**src/rtl/nvm_fault_pkg.sv**
```systemverilog
package nvm_fault_pkg;

    localparam int REG_W = 8;

    // register slots
    localparam int CTRL_SLOT = 0;
    localparam int EN_SLOT   = 1;
    localparam int STAT_SLOT = 2;

    // control register fields
    localparam int CMD_IE_BIT   = 7;
    localparam int IGN_SGL_BIT  = 4;
    localparam int FORCE_DB_BIT = 1;
    localparam int FORCE_SG_BIT = 0;

    // enable / status fields
    localparam int DBL_BIT = 1;
    localparam int SGL_BIT = 0;

    // interrupt lines
    localparam int IRQ_N   = 3;
    localparam int IRQ_CMD = 0;
    localparam int IRQ_SGL = 1;
    localparam int IRQ_DBL = 2;

    typedef struct packed {
        logic cmd_ie;
        logic ign_single;
        logic force_double;
        logic force_single;
    } ctrl_cfg_t;

    typedef struct packed {
        logic dbl;
        logic sgl;
    } fault_pair_t;

    typedef enum logic [1:0] {
        SEL_NONE,
        SEL_CTRL,
        SEL_EN,
        SEL_STAT
    } reg_sel_t;

    function automatic reg_sel_t reg_sel(input int unsigned a);
        case (a)
            CTRL_SLOT: return SEL_CTRL;
            EN_SLOT:   return SEL_EN;
            STAT_SLOT: return SEL_STAT;
            default:   return SEL_NONE;
        endcase
    endfunction

    function automatic ctrl_cfg_t ctrl_from_byte(input logic [REG_W-1:0] b);
        ctrl_cfg_t c;
        c.cmd_ie       = b[CMD_IE_BIT];
        c.ign_single   = b[IGN_SGL_BIT];
        c.force_double = b[FORCE_DB_BIT];
        c.force_single = b[FORCE_SG_BIT];
        return c;
    endfunction

    function automatic logic [REG_W-1:0] ctrl_to_byte(input ctrl_cfg_t c);
        logic [REG_W-1:0] b;
        b = '0;
        b[CMD_IE_BIT]   = c.cmd_ie;
        b[IGN_SGL_BIT]  = c.ign_single;
        b[FORCE_DB_BIT] = c.force_double;
        b[FORCE_SG_BIT] = c.force_single;
        return b;
    endfunction

    function automatic fault_pair_t pair_from_byte(input logic [REG_W-1:0] b);
        fault_pair_t p;
        p.dbl = b[DBL_BIT];
        p.sgl = b[SGL_BIT];
        return p;
    endfunction

    function automatic logic [REG_W-1:0] pair_to_byte(input fault_pair_t p);
        logic [REG_W-1:0] b;
        b = '0;
        b[DBL_BIT] = p.dbl;
        b[SGL_BIT] = p.sgl;
        return b;
    endfunction

endpackage

```
**src/rtl/nvm_reg_bank.sv**
```systemverilog
module nvm_reg_bank
    import nvm_fault_pkg::*;
#(
    parameter int ADDR_W = 2
) (
    input  logic              clk,
    input  logic              rst,
    input  logic              reg_wr,
    input  logic [ADDR_W-1:0] reg_addr,
    input  logic [REG_W-1:0]  reg_wdata,
    output ctrl_cfg_t         cfg_q,
    output fault_pair_t       en_q,
    output fault_pair_t       clr_req
);

    reg_sel_t sel;

    always_comb begin
        sel = reg_sel(int'(reg_addr));
    end

    always_ff @(posedge clk) begin
        if (rst) begin
            cfg_q <= '0;
            en_q  <= '0;
        end else if (reg_wr) begin
            if (sel == SEL_CTRL) cfg_q <= ctrl_from_byte(reg_wdata);
            if (sel == SEL_EN)   en_q  <= pair_from_byte(reg_wdata);
        end
    end

    always_comb begin
        clr_req = '0;
        if (reg_wr && sel == SEL_STAT) clr_req = pair_from_byte(reg_wdata);
    end

endmodule

```
**src/rtl/nvm_fault_flags.sv**
```systemverilog
module nvm_fault_flags
    import nvm_fault_pkg::*;
(
    input  logic        clk,
    input  logic        rst,
    input  logic        rd_strobe,
    input  logic        ecc_single,
    input  logic        ecc_double,
    input  logic        ign_single,
    input  logic        force_single,
    input  logic        force_double,
    input  fault_pair_t clr_req,
    output fault_pair_t flags_q
);

    fault_pair_t set_req;

    always_comb begin
        set_req.sgl = rd_strobe && (force_single || (ecc_single && !ign_single));
        set_req.dbl = rd_strobe && (force_double || ecc_double);
    end

    always_ff @(posedge clk) begin
        if (rst) begin
            flags_q <= '0;
        end else begin
            // a set in the same cycle overrides the clear
            flags_q <= (flags_q & ~clr_req) | set_req;
        end
    end

endmodule

```
**src/rtl/nvm_irq_out.sv**
```systemverilog
module nvm_irq_out #(
    parameter int N = 3
) (
    input  logic         clk,
    input  logic         rst,
    input  logic [N-1:0] src,
    input  logic [N-1:0] en,
    output logic [N-1:0] irq_q
);

    for (genvar i = 0; i < N; i++) begin : g_line
        always_ff @(posedge clk) begin
            if (rst) irq_q[i] <= 1'b0;
            else     irq_q[i] <= src[i] & en[i];
        end
    end

endmodule

```
**src/rtl/nvm_fault_irq_ctrl.sv**
```systemverilog
module nvm_fault_irq_ctrl
    import nvm_fault_pkg::*;
#(
    parameter int ADDR_W = 2
) (
    input  logic              clk,
    input  logic              rst,
    input  logic              reg_wr,
    input  logic [ADDR_W-1:0] reg_addr,
    input  logic [7:0]        reg_wdata,
    output logic [7:0]        reg_rdata,
    input  logic              rd_strobe,
    input  logic              ecc_single,
    input  logic              ecc_double,
    input  logic              cmd_done,
    output logic              irq_cmd,
    output logic              irq_single,
    output logic              irq_double
);

    ctrl_cfg_t        cfg_q;
    fault_pair_t      en_q;
    fault_pair_t      clr_req;
    fault_pair_t      flags_q;
    logic [IRQ_N-1:0] irq_src;
    logic [IRQ_N-1:0] irq_en;
    logic [IRQ_N-1:0] irq_q;

    nvm_reg_bank #(.ADDR_W(ADDR_W)) u_bank (
        .clk      (clk),
        .rst      (rst),
        .reg_wr   (reg_wr),
        .reg_addr (reg_addr),
        .reg_wdata(reg_wdata),
        .cfg_q    (cfg_q),
        .en_q     (en_q),
        .clr_req  (clr_req)
    );

    nvm_fault_flags u_flags (
        .clk         (clk),
        .rst         (rst),
        .rd_strobe   (rd_strobe),
        .ecc_single  (ecc_single),
        .ecc_double  (ecc_double),
        .ign_single  (cfg_q.ign_single),
        .force_single(cfg_q.force_single),
        .force_double(cfg_q.force_double),
        .clr_req     (clr_req),
        .flags_q     (flags_q)
    );

    always_comb begin
        irq_src          = '0;
        irq_en           = '0;
        irq_src[IRQ_CMD] = cmd_done;
        irq_en[IRQ_CMD]  = cfg_q.cmd_ie;
        irq_src[IRQ_SGL] = flags_q.sgl;
        irq_en[IRQ_SGL]  = en_q.sgl;
        irq_src[IRQ_DBL] = flags_q.dbl;
        irq_en[IRQ_DBL]  = en_q.dbl;
    end

    nvm_irq_out #(.N(IRQ_N)) u_irq (
        .clk  (clk),
        .rst  (rst),
        .src  (irq_src),
        .en   (irq_en),
        .irq_q(irq_q)
    );

    assign irq_cmd    = irq_q[IRQ_CMD];
    assign irq_single = irq_q[IRQ_SGL];
    assign irq_double = irq_q[IRQ_DBL];

    always_comb begin
        case (reg_sel(int'(reg_addr)))
            SEL_CTRL: reg_rdata = ctrl_to_byte(cfg_q);
            SEL_EN:   reg_rdata = pair_to_byte(en_q);
            SEL_STAT: reg_rdata = pair_to_byte(flags_q);
            default:  reg_rdata = '0;
        endcase
    end

endmodule

```
**config.mk**
```make
export PLATFORM = sky130hd
export DESIGN_NAME = nvm_fault_irq_ctrl
export DESIGN_NICKNAME = d
export VERILOG_FILES = /design/src/rtl/nvm_fault_pkg.sv /design/src/rtl/nvm_reg_bank.sv /design/src/rtl/nvm_fault_flags.sv /design/src/rtl/nvm_irq_out.sv /design/src/rtl/nvm_fault_irq_ctrl.sv
export SDC_FILE = /design/constraint.sdc
export NUM_CORES = 1
export LEC_CHECK = 0
export ABC_AREA = 1
export ABC_CLOCK_PERIOD_IN_PS = 800
export CELL_PAD_IN_SITES_DETAIL_PLACEMENT = 1
export CELL_PAD_IN_SITES_GLOBAL_PLACEMENT = 2
export CORE_MARGIN = 2
export CORE_UTILIZATION = 19
export DETAILED_ROUTE_END_ITERATION = 8
export PLACE_DENSITY_LB_ADDON = 0.3
export SLEW_MARGIN = 20
export SYNTH_ARGS = -nofsm -noshare
export SYNTH_HDL_FRONTEND = slang
export SYNTH_HIERARCHICAL = 1
export SYNTH_SLANG_ARGS = --single-unit
```
**constraint.sdc**
```tcl
create_clock -name clk -period 0.8 [get_ports clk]
set_input_delay 0.08 -clock clk [delete_from_list [all_inputs] [get_ports clk]]
set_output_delay 0.08 -clock clk [all_outputs]
set_load 0.02 [all_outputs]
```
## After elaboration in Yosys (flattened, before gate mapping)

Cells that the tools add are included.

- Equal/unequal tests: 5
- Mux-type cells: 3
- Bitwise logic cells: 6
- Reduce and logical (&&, ||, !) cells: 10

Operators by type and width:

| operator | number |
|---|---|
| $pmux W8 S3 | 1 |
| $eq A2 B2 Y1 const B | 3 |
| $pmux W2 S3 | 1 |
| $eq A2 B1 Y1 const B | 2 |
| $logic_and A1 B1 Y1 | 4 |
| $reduce_and A2 Y1 | 2 |
| $and A1 B1 Y1 | 3 |
| $and A2 B2 Y2 | 1 |
| $logic_not A2 Y1 | 1 |
| $logic_or A1 B1 Y1 | 2 |
| $mux W2 | 1 |
| $not A2 Y2 | 1 |
| $or A2 B2 Y2 | 1 |
| $logic_not A1 Y1 | 1 |

- Register bits after elaboration: 11
- Bits of input ports: 17
- Output and inout port bits: 11
- Logic and storage cells: 35

## Longest topological paths before layout

- Word-level depth: 8
- Gate-level depth with buffers: 7

## Modules after synthesis

The synthesis kept the hierarchy.

By module, submodules not included:

| module | times used | cells an instance | area each (um^2) | sequential area each (um^2) |
|---|---|---|---|---|
| nvm_reg_bank | 1 | 45 | 297.8 | 120.1 |
| nvm_fault_irq_ctrl | 1 | 21 | 103.8 | 0.0 |
| nvm_fault_flags | 1 | 14 | 92.6 | 40.0 |
| nvm_irq_out | 1 | 9 | 82.6 | 60.1 |

## Worst setup path after synthesis

OpenSTA, ideal clock, no wires.

- Path type: flip-flop to output port
- From: register, netlist name u_bank/cfg_q[2]
- To: output port reg_rdata[4]
- Arrival time: 0.654 ns
- Path slack: 0.066 ns
- Stages on the path, launching flop included: 3
- Buffers on the path: 0
- Cells stage by stage: dfxtp_1 inv_1 nor2_1

- Cells in the longest elaborated chain, start to end: 1

Ends and longest elaborated chain:

| item | line | RTL |
|---|---|---|
| $pmux W8 S3 | nvm_fault_irq_ctrl.sv:77 | `case (reg_sel(int'(reg_addr)))` |
| to (decl) | nvm_fault_irq_ctrl.sv:11 | `output logic [7:0] reg_rdata,` |

No other way between the ends.

## Worst setup path after layout

- From: register, netlist name u_bank/en_q[0]
- To: output port reg_rdata[0]

- Cells in the longest elaborated chain, start to end: 1

Ends and longest elaborated chain:

| item | line |
|---|---|
| $pmux W8 S3 | nvm_fault_irq_ctrl.sv:77 |

No other way between the ends.

==> run_results.csv <==
group,metric,value,unit
worst_setup_path,required,0.72,ns
placed_design,dpl_worst_slack,-0.830,ns
worst_setup_path,path_class,"flip-flop to output pin",
placed_design,place_inst,153,
route,num_vias,644,
logic_synthesis,syn_area,577,sq um
placed_design,hpwl,1400,um
grt,top_usage_layer,"met2",
route,drt_iter0_markers,13,
grt,met3_usage,1.31,%
route,vias_per_cell,4.08,
die,core,2830,sq um
logic_synthesis,avgSynthCellArea,6.48,sq um
grt,antenna_found_initial,0,
clock_tree,clk_pin_slew_worst_paths,0.08,ns
route,ant_nets,0,
pwr,power.total,1.33,mW
grt,grt_pass1_vias,615,
worst_setup_path,rr_startpoint,"u_bank/cfg_q[2]$_SDFFE_PP0P_",
hold_path,hold_path.class,"input pin to flip-flop",
sta,setup_violations,6,
grt,grt_start_max_net_pins,9,
sta,skew,0.00485,ns
die,dieArea,3490,sq um
worst_setup_path,critical_path_arrival,0.89,ns
pwr,p_leak,0.480,nW
run_status,status,"complete, but fails checks",
logic_synthesis,synth_cells,89,
clock_tree,cts_tree,"built",
clock_tree,clock_latency,0.28,ns
die,initial_utilization,20.4,%
clock_tree,clkSinkCount,11,
final_layout,nNetsFinal,145,
clock_tree,h-tree-depth,1,
grt,grt_pass1_wl,2880,um
logic_synthesis,yosys_warnings,6,
die,ios,28,
sta,final.min_clock_period,0.974,ns
route,wl,1690,um
grt,use_met1,15.7,%
pwr,ir_drop,342,uV
final_layout,layout_common_cells,"18 x buf_4, 15 x nor2_1, 15 x nand2_1, 11 x dfxtp_2",
worst_setup_path,startpoint,"u_bank/en_q[0]$_SDFFE_PP0P_",
grt,grt_use_met2,16.3,%
final_layout,layout.cells.non_filler,158,
pwr,p_per_area,1360,nW/um^2
logic_synthesis,seq_area_frac_synth,38.2,%
final_layout,area_growth,69.6,%
final_layout,final_area,978,sq um
placed_design,gp_congestion,0.725,
route,drc,0,
sta,hold_violations,0,
run_status,violations,"setup timing",
logic_synthesis,ys_seq_elements,11,
grt,track_usage,11.2,%
die,num_rows,19,
route,wl_per_cell,10.7,um
route,drtPass1Iterations,3,
worst_setup_path,cp-start-kind,"flip-flop",
clock_tree,cts-root-buf,"clkbuf_4",
clock_tree,cts_max_path_buffers,2,
logic_synthesis,synth.distinct_cells,15,
sta,slew_violations,0,
placed_design,port_buffers,19,
worst_setup_path,worst_setup_path_end_kind,"output pin",
die,die_y,59.1,um
hold_path,min-delay-start,"cmd_done",
job,drv_cap,0,
sta,hold_slack,0.314,ns
grt,gr-total-overflow,0,
clock_tree,cts_buffers,3,
final_layout,num_antenna_cells,0,
sta,fin_ws,-0.174,ns
sta,fmax,1.03,GHz
worst_setup_path,cp_max_fo,2,
sta,fin_crit_sh,122,%
die,die_w,59.1,um
placed_design,dpl_cell_area,896,sq um
final_layout,layout_commonest_cell,"buf_4",
final_layout,drive_gt1_share,49.6,%
sta,rsz0062_at_grt,"true",
==> state kept, by name, indices dropped and copies added (netlist names) <==
signal	cells
u_bank/cfg_q	4
u_flags/flags_q	2
u_bank/en_q	2
u_irq/irq_q	3
==> path summary, 6_finish.rpt <==
kind / to / slack [ns] / cells past startpoint
setup / recovery: reg_rdata[0] / -0.17 / 3
setup reg to reg: u_flags/flags_q[0]$_SDFF_PP0_ / -0.02 / 6
hold reg to reg: u_irq/irq_q[2]$_SDFF_PP0_ / 0.56 / 3
hold / removal: u_irq/irq_q[0]$_SDFF_PP0_ / 0.31 / 3
==> final cells by class <==
class	instances	area [sq um]
Fill cell	373	1850
Timing Repair Buffer	36	312
Multi-Input combinational cell	59	304
Sequential cell	11	234
Inverter	17	63.8
Tap cell	31	38.8
Clock buffer	4	26.3
==> metal layers <==
metal / wire [um] / vias up
li1: - / 336
met1: 821 / 285
met2: 761 / 19
met3: 69 / 4
met4: 41 / 0
met5: 0 / -
==> through the flow <==
| stage | setup TNS, ns | util, % |
|---|---|---|
| finish | -0.638 | 34.6 |
| floorplan | 0 | - |
| global route | -0.919 | 34.6 |
| CTS | -0.677 | 34.5 |
| detailed placement | -8.35 | 31.7 |
| global placement | -7.58 | 31.7 |
==> cell usage after synthesis <==
library cell   n  share of area [%]
nand2_1       19                 12
conb_1         1               0.65
nor2_2         1                1.1
buf_6          1                2.0
inv_2          3                2.0
o21ai_0        1               0.87
buf_4          4                5.2
nor2_4         1                2.0
a21oi_1        5                4.3
dfxtp_1       11                 38
nand3_1       10                8.7
nand3_2        1                1.7
inv_1         14                9.1
a21oi_2        1                1.5
nor2_1        16                 10
==> critical path: stages, from the launching register on <==
cell	delay (ns)
dfxtp_2	0.36
nand3_2	0.07
nand3_2	0.08
buf_6	0.11
==> logic make-up (layout without fill, tap and decap cells) <==
| group | after synthesis | after routing | share of synthesized area (%) |
|---|---|---|---|
| compound gates | 7 | 7 | 6.72 |
| buf+inv | 22 | 57 | 18.2 |
| flops | 11 | 11 | 38.2 |
| other cells | 1 | 4 | 0.650 |
| simple gates | 48 | 48 | 36.2 |
==> repair_timing <==
action | in CTS | in global routing
setup buffers | 1 | 0
pin swaps | 6 | 3
gates resized for setup | 68 | 10
setup endpoints to repair | 15 | 12
hold buffers | 0 | 0
==> where the power goes <==
part           switching (mW)  leakage, nW  internal, mW
Combinational           0.160        0.370         0.165
Sequential             0.0182       0.0946         0.578
Clock                   0.214       0.0150         0.193
Total                   0.393        0.480         0.936
Power figures use the tool's default switching activity.
